### src/rtl/pwm4_pkg.sv
package pwm4_pkg;

    localparam int NUM_CH    = 4;
    localparam int ADDR_CTRL = 0;
    localparam int ADDR_CNT0 = 1;

    // capture state of the lower counter byte for one pair
    typedef enum logic [0:0] {
        SNAP_LIVE = 1'b0,
        SNAP_HELD = 1'b1
    } snap_state_e;

endpackage

### src/rtl/pwm_prescale.sv
module pwm_prescale #(
    parameter int SEL_W = 3
) (
    input  logic             clk,
    input  logic             rst_n,
    input  logic             base_tick_i,
    input  logic [SEL_W-1:0] sel_a_i,
    input  logic [SEL_W-1:0] sel_b_i,
    output logic             tick_a_o,
    output logic             tick_b_o
);
    localparam int DIV_W = (1 << SEL_W) - 1;

    logic [DIV_W-1:0] div_q;

    function automatic logic [DIV_W-1:0] low_mask(input logic [SEL_W-1:0] s);
        logic [DIV_W:0] m;
        m = ({{DIV_W{1'b0}}, 1'b1} << s) - {{DIV_W{1'b0}}, 1'b1};
        return m[DIV_W-1:0];
    endfunction

    always_ff @(posedge clk or negedge rst_n) begin
        if (!rst_n) begin
            div_q <= '0;
        end else if (base_tick_i) begin
            div_q <= div_q + {{(DIV_W-1){1'b0}}, 1'b1};
        end
    end

    assign tick_a_o = base_tick_i && ((div_q & low_mask(sel_a_i)) == '0);
    assign tick_b_o = base_tick_i && ((div_q & low_mask(sel_b_i)) == '0);

endmodule

### src/rtl/pwm_snap.sv
module pwm_snap
    import pwm4_pkg::*;
#(
    parameter int W = 8
) (
    input  logic         clk,
    input  logic         rst_n,
    input  logic         capture_i,
    input  logic [W-1:0] live_i,
    output logic         held_o,
    output logic [W-1:0] hold_o
);
    snap_state_e  state_q, state_d;
    logic [W-1:0] hold_q;

    always_comb begin
        state_d = state_q;
        unique case (state_q)
            SNAP_LIVE: state_d = capture_i ? SNAP_HELD : SNAP_LIVE;  // arm
            SNAP_HELD: state_d = capture_i ? SNAP_HELD : SNAP_LIVE;  // re-arm or expire
        endcase
    end

    always_ff @(posedge clk or negedge rst_n) begin
        if (!rst_n) begin
            state_q <= SNAP_LIVE;
            hold_q  <= '0;
        end else begin
            state_q <= state_d;
            if (capture_i) begin
                hold_q <= live_i;
            end
        end
    end

    always_comb begin
        held_o = (state_q == SNAP_HELD);
        hold_o = hold_q;
    end

endmodule

### src/rtl/pwm_pair.sv
module pwm_pair #(
    parameter int W = 8
) (
    input  logic         clk,
    input  logic         rst_n,
    input  logic         tick_i,
    input  logic         join_i,
    input  logic         clr_hi_i,
    input  logic         clr_lo_i,
    input  logic [W-1:0] per_hi_i,
    input  logic [W-1:0] per_lo_i,
    input  logic [W-1:0] duty_hi_i,
    input  logic [W-1:0] duty_lo_i,
    output logic [W-1:0] cnt_hi_o,
    output logic [W-1:0] cnt_lo_o,
    output logic         pwm_hi_o,
    output logic         pwm_lo_o,
    output logic         free_hi_o
);
    localparam int W2 = 2 * W;

    logic [W-1:0]  hi_q, lo_q, hi_d, lo_d;
    logic [W2-1:0] cnt16, per16, duty16;

    assign cnt16  = {hi_q, lo_q};
    assign per16  = {per_hi_i, per_lo_i};
    assign duty16 = {duty_hi_i, duty_lo_i};

    always_comb begin
        hi_d = hi_q;
        lo_d = lo_q;
        if (join_i) begin
            if (clr_lo_i) begin
                {hi_d, lo_d} = '0;
            end else if (tick_i) begin
                {hi_d, lo_d} = (cnt16 >= per16) ? '0 : cnt16 + W2'(1);
            end
        end else begin
            if (clr_hi_i) begin
                hi_d = '0;
            end else if (tick_i) begin
                hi_d = (hi_q >= per_hi_i) ? '0 : hi_q + W'(1);
            end
            if (clr_lo_i) begin
                lo_d = '0;
            end else if (tick_i) begin
                lo_d = (lo_q >= per_lo_i) ? '0 : lo_q + W'(1);
            end
        end
    end

    always_ff @(posedge clk or negedge rst_n) begin
        if (!rst_n) begin
            hi_q <= '0;
            lo_q <= '0;
        end else begin
            hi_q <= hi_d;
            lo_q <= lo_d;
        end
    end

    always_comb begin
        cnt_hi_o  = hi_q;
        cnt_lo_o  = lo_q;
        free_hi_o = join_i;
        pwm_hi_o  = !join_i && (hi_q < duty_hi_i);
        pwm_lo_o  = join_i ? (cnt16 < duty16) : (lo_q < duty_lo_i);
    end

endmodule

### src/rtl/pwm4_cat.sv
module pwm4_cat
    import pwm4_pkg::*;
#(
    parameter int BYTE_W = 8,
    parameter int ADDR_W = 4,
    parameter int SEL_W  = 3
) (
    input  logic              clk,
    input  logic              rst_n,
    input  logic              base_tick_i,
    input  logic              bus_wr_i,
    input  logic              bus_rd_i,
    input  logic [ADDR_W-1:0] bus_addr_i,
    input  logic [BYTE_W-1:0] bus_wdata_i,
    output logic [BYTE_W-1:0] bus_rdata_o,
    output logic [NUM_CH-1:0] pwm_o,
    output logic [NUM_CH-1:0] pin_free_o
);
    localparam int CH       = NUM_CH;
    localparam int PAIRS    = CH / 2;
    localparam int PER0     = ADDR_CNT0 + CH;
    localparam int DUTY0    = PER0 + CH;
    localparam int JOIN_LSB = 2 * SEL_W;

    logic [BYTE_W-1:0]                ctrl_q;
    logic [CH-1:0][BYTE_W-1:0]        per_q, duty_q, cnt_q;
    logic [BYTE_W-1:0]                rdata_q, rd_val;
    logic [PAIRS-1:0]                 join_w, tick_w, snap_held;
    logic [PAIRS-1:0][BYTE_W-1:0]     snap_val;
    logic [CH-1:0]                    wr_cnt;
    logic                             tick_a, tick_b;

    assign join_w = ctrl_q[JOIN_LSB +: PAIRS];

    // register writes
    always_ff @(posedge clk or negedge rst_n) begin
        if (!rst_n) begin
            ctrl_q <= '0;
            per_q  <= '0;
            duty_q <= '0;
        end else if (bus_wr_i) begin
            if (bus_addr_i == ADDR_W'(ADDR_CTRL)) begin
                ctrl_q <= bus_wdata_i;
            end
            for (int i = 0; i < CH; i++) begin
                if (bus_addr_i == ADDR_W'(PER0 + i))  per_q[i]  <= bus_wdata_i;
                if (bus_addr_i == ADDR_W'(DUTY0 + i)) duty_q[i] <= bus_wdata_i;
            end
        end
    end

    always_comb begin
        for (int i = 0; i < CH; i++) begin
            wr_cnt[i] = bus_wr_i && (bus_addr_i == ADDR_W'(ADDR_CNT0 + i));
        end
    end

    pwm_prescale #(.SEL_W(SEL_W)) u_presc (
        .clk         (clk),
        .rst_n       (rst_n),
        .base_tick_i (base_tick_i),
        .sel_a_i     (ctrl_q[2*SEL_W-1 -: SEL_W]),
        .sel_b_i     (ctrl_q[SEL_W-1:0]),
        .tick_a_o    (tick_a),
        .tick_b_o    (tick_b)
    );

    assign tick_w = {tick_b, tick_a};

    for (genvar p = 0; p < PAIRS; p++) begin : g_pair
        logic cap;
        assign cap = bus_rd_i && join_w[p]
                  && (bus_addr_i == ADDR_W'(ADDR_CNT0 + 2*p));

        pwm_pair #(.W(BYTE_W)) u_pair (
            .clk       (clk),
            .rst_n     (rst_n),
            .tick_i    (tick_w[p]),
            .join_i    (join_w[p]),
            .clr_hi_i  (wr_cnt[2*p]),
            .clr_lo_i  (wr_cnt[2*p+1]),
            .per_hi_i  (per_q[2*p]),
            .per_lo_i  (per_q[2*p+1]),
            .duty_hi_i (duty_q[2*p]),
            .duty_lo_i (duty_q[2*p+1]),
            .cnt_hi_o  (cnt_q[2*p]),
            .cnt_lo_o  (cnt_q[2*p+1]),
            .pwm_hi_o  (pwm_o[2*p]),
            .pwm_lo_o  (pwm_o[2*p+1]),
            .free_hi_o (pin_free_o[2*p])
        );

        assign pin_free_o[2*p+1] = 1'b0;

        pwm_snap #(.W(BYTE_W)) u_snap (
            .clk       (clk),
            .rst_n     (rst_n),
            .capture_i (cap),
            .live_i    (cnt_q[2*p+1]),
            .held_o    (snap_held[p]),
            .hold_o    (snap_val[p])
        );
    end

    // read path
    always_comb begin
        rd_val = '0;
        if (bus_addr_i == ADDR_W'(ADDR_CTRL)) rd_val = ctrl_q;
        for (int i = 0; i < CH; i++) begin
            if (bus_addr_i == ADDR_W'(ADDR_CNT0 + i)) begin
                rd_val = ((i % 2 == 1) && snap_held[i/2]) ? snap_val[i/2] : cnt_q[i];
            end
            if (bus_addr_i == ADDR_W'(PER0 + i))  rd_val = per_q[i];
            if (bus_addr_i == ADDR_W'(DUTY0 + i)) rd_val = duty_q[i];
        end
    end

    always_ff @(posedge clk or negedge rst_n) begin
        if (!rst_n) begin
            rdata_q <= '0;
        end else if (bus_rd_i) begin
            rdata_q <= rd_val;
        end
    end

    assign bus_rdata_o = rdata_q;

endmodule

### config.mk
export PLATFORM = sky130hd
export DESIGN_NAME = pwm4_cat
export DESIGN_NICKNAME = d
export VERILOG_FILES = /design/src/rtl/pwm4_pkg.sv /design/src/rtl/pwm_prescale.sv /design/src/rtl/pwm_snap.sv /design/src/rtl/pwm_pair.sv /design/src/rtl/pwm4_cat.sv
export SDC_FILE = /design/constraint.sdc
export NUM_CORES = 1
export LEC_CHECK = 0
export CAP_MARGIN = 20
export CORE_AREA = 5 5 180 148
export DETAILED_ROUTE_END_ITERATION = 8
export DIE_AREA = 0 0 185 153
export PLACE_DENSITY = 0.57
export RECOVER_POWER = 100
export REMOVE_ABC_BUFFERS = 1
export SLEW_MARGIN = 15
export SYNTH_ARGS = -nofsm -noshare
export SYNTH_HDL_FRONTEND = slang
export SYNTH_HIERARCHICAL = 1
export SYNTH_SLANG_ARGS = --single-unit
export TNS_END_PERCENT = 30
### constraint.sdc
create_clock -name clk -period 3.2 [get_ports clk]
set_clock_uncertainty 0.1 [all_clocks]
set_input_delay 0.32 -clock clk [delete_from_list [all_inputs] [get_ports clk]]
set_output_delay 0.32 -clock clk [all_outputs]
set_load 0.02 [all_outputs]
==> run metrics, run 1 <==
# IOs=33; via count=7809; most frequent cells in the layout=137 x dfrtp_1, 86 x inv_1, 76 x nand2_1; Critical Path Stages=6; Synth cell types=67; Yosys warnings=6; DR pass1 iterations=5; RR Startpoint=g_pair[1].u_pair/cnt_lo_o[0]; status=complete, but fails checks; full die area=approximately 28000 sq um; final worst slack=0.2233 ns; first-pass GRT wire length=~43000 microns; Layout Cell Area excl Fill=10600 sq um; cell area after synthesis=between 9000 and 10000 sq um; # Max-Cap Violations=1; Crit Path Max Fanout=7; crit path kind=reg -> out; Total Routing Usage GR=19.68%; layout cell share with drive strength beyond 1=8.658%; die span in y=between 150 and 200 microns; CP arrival=between 2 and 3 ns; Detailed Route Iter0 Violations=779; Synth top area share=a little over a third; Bufs on Longest Clock Path=2; Crit-path slowest cell=clkdlybuf4s50_1; total routed wirelength=about 28000 microns; routed len/inst=20.76 microns; Max Transition Viols Final=87; Placer Congestion=0.9400; RR Endpoint=g_pair[1].u_pair/cnt_hi_o[6]; Final Cycle Share=93.02%; ANT nets after route=0; clk_lat worst skew=0.43 ns; number of synthesized flops with an enable pin=0; Mapped Cells=a little under 1000; total grt overflow=0; Sink Count=around 140; Rel. slew slack=-43.33%; CP bufs+invs=1; failing checks=capacitance limit, slew limit; Area Growth Syn to Fin=12.45%; setup violation total in the final timing report=0; Core Region=24720 sq um; Seq/Total Area, Yosys=36.36%; Final Hold Viols=0; crit end category=output pin; I/O Buffers=30; worst r2r path cells=8; Tmin final=2.977 ns; Die W=185 microns; largest net degree at the start of global routing=88; worst vdd ir=between 0.0003 and 0.0004 V; f_max=335.9 MHz; ys flop type=dfrtp_1; Clock transition at path regs=0.06 ns; largest area contributor in the netlist=dfrtp_1; Via density=between 5 and 6; dpl ws=0.2791 ns; Yosys reg bits=~140; WHS Path Cells=1; Slowest Stage Delay on Critical Path=between 0.6 and 0.7 ns; main area contributors after synthesis=dfrtp_1 36%, ha_1 9.4%, mux2_1 7.0%; DRC viols=0; Root Buffer=clkbuf_16; Synth Area per Inst=9.711 sq um; P_leak=4.780 nW; H-tree levels=4; R2R setup slack=0.34 ns; Cell Pwr Density=665.2 nW/um^2; crit path to=pwm_o[0]; final antenna diode count=0; Cell Chain, Critical Path=ha_1, a21oi_1, nor2b_1, o21ai_0, o2111a_1, clkdlybuf4s50_1; initial antenna violation count=0; commonest non-fill, non-tap cell in the layout=dfrtp_1; CP startpoint kind=flop; RSZ-0062 raised after global routing=no; number of global-route vias before repair=7253; CTS tree=yes; CP top delay family=compound AO/OA/AOI/OAI gates; Worst Setup SP=g_pair[0].u_pair/cnt_hi_o[5]; FFs w/ async S/R, synth=100.0%; layout net count=1104; Hold/Removal Path Class=reg -> reg; FP Rows=52; Placed Area=between 10000 and 15000 sq um; setup TNS=0 ns; Worst EP required=2.78 ns; Num CTS Buffers=17; worst-margin pin slew=about 2.1 ns; DPL Wire Length=20570 microns; Initial Util=38.14%
-- layout make-up --
type                            count  area [sq um]
Clock buffer                       24         501.7
Sequential cell                   137          3428
Tap cell                          324         405.4
Fill cell                        2435         14120
Multi-Input combinational cell    707          5279
Inverter                           86         322.8
Timing Repair Buffer               67         528.0
Clock inverter                      7         137.6
-- registers in the layout, indices dropped and copies added, names as in the netlist --
| signal | count |
|---|---|
| g_pair.u_snap/hold_o | 16 |
| per_q | 32 |
| ctrl_q | 8 |
| bus_rdata_o | 8 |
| g_pair.u_pair/cnt_hi_o | 16 |
| duty_q | 32 |
| g_pair.u_pair/cnt_lo_o | 16 |
| u_presc/div_q | 7 |
| g_pair.u_snap/held_o | 2 |
-- per-stage QoR --
| stage | util, % | total power [mW] | std cells | hold WS (ns) |
|---|---|---|---|---|
| CTS | 43.64 | 7.178 | 1352 | 0.4059 |
| global route | 42.88 | 7.490 | 1352 | 0.3975 |
| detailed placement | 41.02 | 4.950 | 1320 | 0.3762 |
| floorplan | - | 4.058 | 930 | -0.07559 |
| finish | 42.88 | 7.053 | 1352 | 0.3847 |
| global placement | 41.02 | 4.918 | 1320 | 0.3791 |
-- cells in the mapped netlist (8+ instances only) --
| library cell | instances |
|---|---|
| a21o_1 | 20 |
| a21oi_1 | 64 |
| a221oi_1 | 18 |
| a22o_1 | 14 |
| and3_1 | 8 |
| buf_2 | 18 |
| buf_4 | 8 |
| buf_6 | 8 |
| dfrtp_1 | 137 |
| ha_1 | 71 |
| inv_1 | 86 |
| mux2_1 | 59 |
| mux2_2 | 16 |
| mux2_4 | 16 |
| mux2i_1 | 18 |
| nand2_1 | 75 |
| nand2b_1 | 18 |
| nand3_1 | 21 |
| nand4_1 | 14 |
| nor2_1 | 51 |
| nor2b_1 | 8 |
| nor3_1 | 16 |
| o211ai_1 | 9 |
| o21a_1 | 12 |
| o21ai_0 | 46 |
| o22ai_1 | 10 |
| o31ai_1 | 9 |
-- how the worst min path moves through the flow --
stage	from	to	slack (ns)
floorplan	rst_n	bus_rdata_o[0]	-0.08
global placement	rst_n	g_pair[1].u_pair/cnt_hi_o[4]	0.38
detailed placement	rst_n	g_pair[1].u_pair/cnt_hi_o[4]	0.38
CTS	u_presc/div_q[6]	u_presc/div_q[6]	0.41
global route	g_pair[0].u_snap/hold_o[3]	g_pair[0].u_snap/hold_o[3]	0.40
finish	g_pair[0].u_snap/hold_o[3]	g_pair[0].u_snap/hold_o[3]	0.38
-- routing by layer --
layer / part of all wire, % / GRT usage, % / up-vias / routed length [microns]
met3: 6.4 / 3.564 / 34 / 1801
met2: 41 / 26.84 / 273 / 11540
met5: 0 / 0 / - / 0
met4: 2.0 / 5.870 / 0 / 565
met1: 50 / 31.22 / 3875 / 14160
li1: - / - / 3627 / -
-- what timing repair did --
action                                  4_1_cts  5_1_grt
cloned                                        0        0
hold buffers                                  1        0
endpoints found under the hold margin        85        0
setup buffers                                 0        0
resized for setup                             1        1
endpoints found under the setup margin        1        1
pin swaps                                     0        0
-- where the power goes --
group	switching (mW)	internal, mW	leakage, nW
logic	1.24	1.02	2.73
registers	0.508	2.11	1.74
clock network	0.773	1.40	0.312
total	2.52	4.53	4.78
-- kinds of logic after synthesis --
family | after synthesis | synth area share, %
buffers and inverters | 128 | 6.409
multiplexers | 109 | 13.42
other | 1 | 0.03977
AND/OR/NAND/NOR | 252 | 14.15
adder cells (fa/ha/maj) | 71 | 9.421
flip-flops | 137 | 36.36
XOR/XNOR | 6 | 0.5573
AO/OA/AOI/OAI | 267 | 19.65
Power figures use the tool's default switching activity.
==> run 2, diff against run 1 <==
- GPL_ROUTABILITY_DRIVEN: not set -> 0
==> results of run 2 <==
Same layout as run 1: the final DEF is identical, and so are final timing and power.
==> run 3, diff against run 2 <==
- CORE_AREA: 5 5 180 148 -> 5 5 168 138
- DIE_AREA: 0 0 185 153 -> 0 0 173 143
- PLACE_DENSITY: 0.57 -> not set
- PLACE_DENSITY_LB_ADDON: not set -> 0.1
- SKIP_LAST_GASP: not set -> 1
==> run metrics, run 3 (synthesized netlist as in run 1, its figures left out) <==
Crit Path Max Fanout=9; most frequent cells in the layout=137 x dfrtp_1, 86 x inv_1, 75 x nand2_1; Detailed Route Iter0 Violations=roughly 700; Initial Util=between 40 and 50%; # fillers=2049; Area Growth Syn to Fin=11.37%; largest net degree at the start of global routing=79; setup TNS=0 ns; CP startpoint kind=flop; H-tree levels=4; layout net count=1104; Design Power=about 6.9 mW; I/O Buffers=30; P_leak=4.755 nW; full die area=24740 sq um; total grt overflow=0; Final Cycle Share=98.16%; via count=7807; # Max-Cap Violations=1; Cell Pwr Density=661.3 nW/um^2; die span in y=143 microns; CTS tree=yes; status=complete, but fails checks; DRC viols=0; Via density=5.992; DR pass1 iterations=5; Total Routing Usage GR=23.64%; initial antenna violation count=2; worst-margin pin slew=between 2 and 2.5 ns; clk_lat worst skew=0.43 ns; Max Transition Viols Final=78; Die W=~170 microns; crit end category=output pin; final std cells w/o fill=1303; ANT nets after route=0; crit path kind=reg -> out; Clock transition at path regs=0.06 ns; FP Rows=48; failing checks=capacitance limit, slew limit; RSZ-0062 raised after global routing=yes; number of global-route vias before repair=7391; top flop regs=duty_q: 32 flops, per_q: 32 flops; Final Hold Viols=0; total routed wirelength=28450 microns; Worst EP required=~2.8 ns; # IOs=33; Hold/Removal Path Class=reg -> reg; Tmin final=3.141 ns; Layout Cell Area excl Fill=10500 sq um; Sink Count=137; Post-Place Cells=between 1000 and 1500; f_max=318.4 MHz; final antenna diode count=0; Num CTS Buffers=17; Root Buffer=clkbuf_16; CP arrival=between 2 and 3 ns; routed len/inst=21.84 microns; Core Region=about 21000 sq um; commonest non-fill, non-tap cell in the layout=dfrtp_1; Placed Area=10080 sq um; Rel. slew slack=-40.15%; Bufs on Longest Clock Path=2; setup bufs post-CTS=0; worst vdd ir=approximately 0.00037 V; DPL Wire Length=21090 microns; setup violation total in the final timing report=0; layout cell share with drive strength beyond 1=8.755%; first-pass GRT wire length=45420 microns
[run 3: cell types whose count changed in the layout (fill, tap and decap cells not counted), moves of 2 or more]
cell / delta
buf_4: -3
clkbuf_8: -3
clkinv_2: +2
clkinv_4: +2
clkinvlp_4: +2
nand2b_2: -2
nor2_1: -2
nor2_4: +2
[run 3: what timing repair did]
item | CTS | global route
endpoints found under the hold margin | 76 | 0
endpoints found under the setup margin | 0 | 2
hold buffers | 1 | 0
resized for setup | 0 | 1
[run 3: area by class of cell]
class	count	area (sq um)	share of cell area, %
clock inverters	12	150.1	1.430
inverters	86	322.8	3.074
multi-input cells	707	5285	50.33
clock buffers	19	452.9	4.313
repair buffers	67	518.0	4.933
well taps	275	344.1	3.277
flip-flops and latches	137	3428	32.65
[run 3: layer usage]
metal | part of all wire [%] | vias to the layer above | GRT usage [%]
met1 | 51 | 3854 | 37.76
met5 | 0.046 | - | 0
li1 | - | 3637 | -
met3 | 7.8 | 19 | 5.003
met2 | 41 | 295 | 32.63
met4 | 0.74 | 2 | 4.786
[run 3: where the power goes]
part           leakage, nW  internal (mW)  switching [mW]  total [mW]
Sequential            1.74           2.11           0.507        2.61
Clock                0.291           1.26           0.809        2.07
Combinational         2.72           1.00            1.26        2.26
Total                 4.76           4.37            2.57        6.94
[run 3: worst max-delay path, stage by stage (launching register included)]
cell and delay [ns]:
dfrtp_1 0.51, ha_1 0.33, nand4_1 0.10, inv_1 0.07
nand3_1 0.11, o21ai_0 0.36, o21a_1 0.18, a22oi_1 0.07
clkdlybuf4s50_1 0.56
[run 3: through the flow]
step                setup slack [ns]  utilization [%]  hold slack, ns
floorplan                     0.6443                -        -0.07559
global placement              0.3690            47.41          0.3264
detailed placement            0.3572            47.41          0.3245
CTS                          0.02563            50.29          0.4088
global route                -0.06192            49.39          0.4009
finish                       0.05887            49.39          0.3849
[run 3: worst paths after layout]
kind	slack, ns	startpoint	endpoint	cells after the start
max in group asynchronous	0.66	rst_n	g_pair[1].u_snap/hold_o[0]	3
max	0.06	g_pair[1].u_pair/cnt_hi_o[4]	pwm_o[3]	8
min in group asynchronous	0.93	rst_n	g_pair[1].u_pair/cnt_hi_o[7]	2
min reg2reg	0.38	g_pair[0].u_snap/hold_o[3]	g_pair[0].u_snap/hold_o[3]	1
max reg2reg	0.28	g_pair[0].u_pair/cnt_hi_o[0]	g_pair[0].u_pair/cnt_hi_o[2]	7
min	0.38	g_pair[0].u_snap/hold_o[3]	g_pair[0].u_snap/hold_o[3]	1
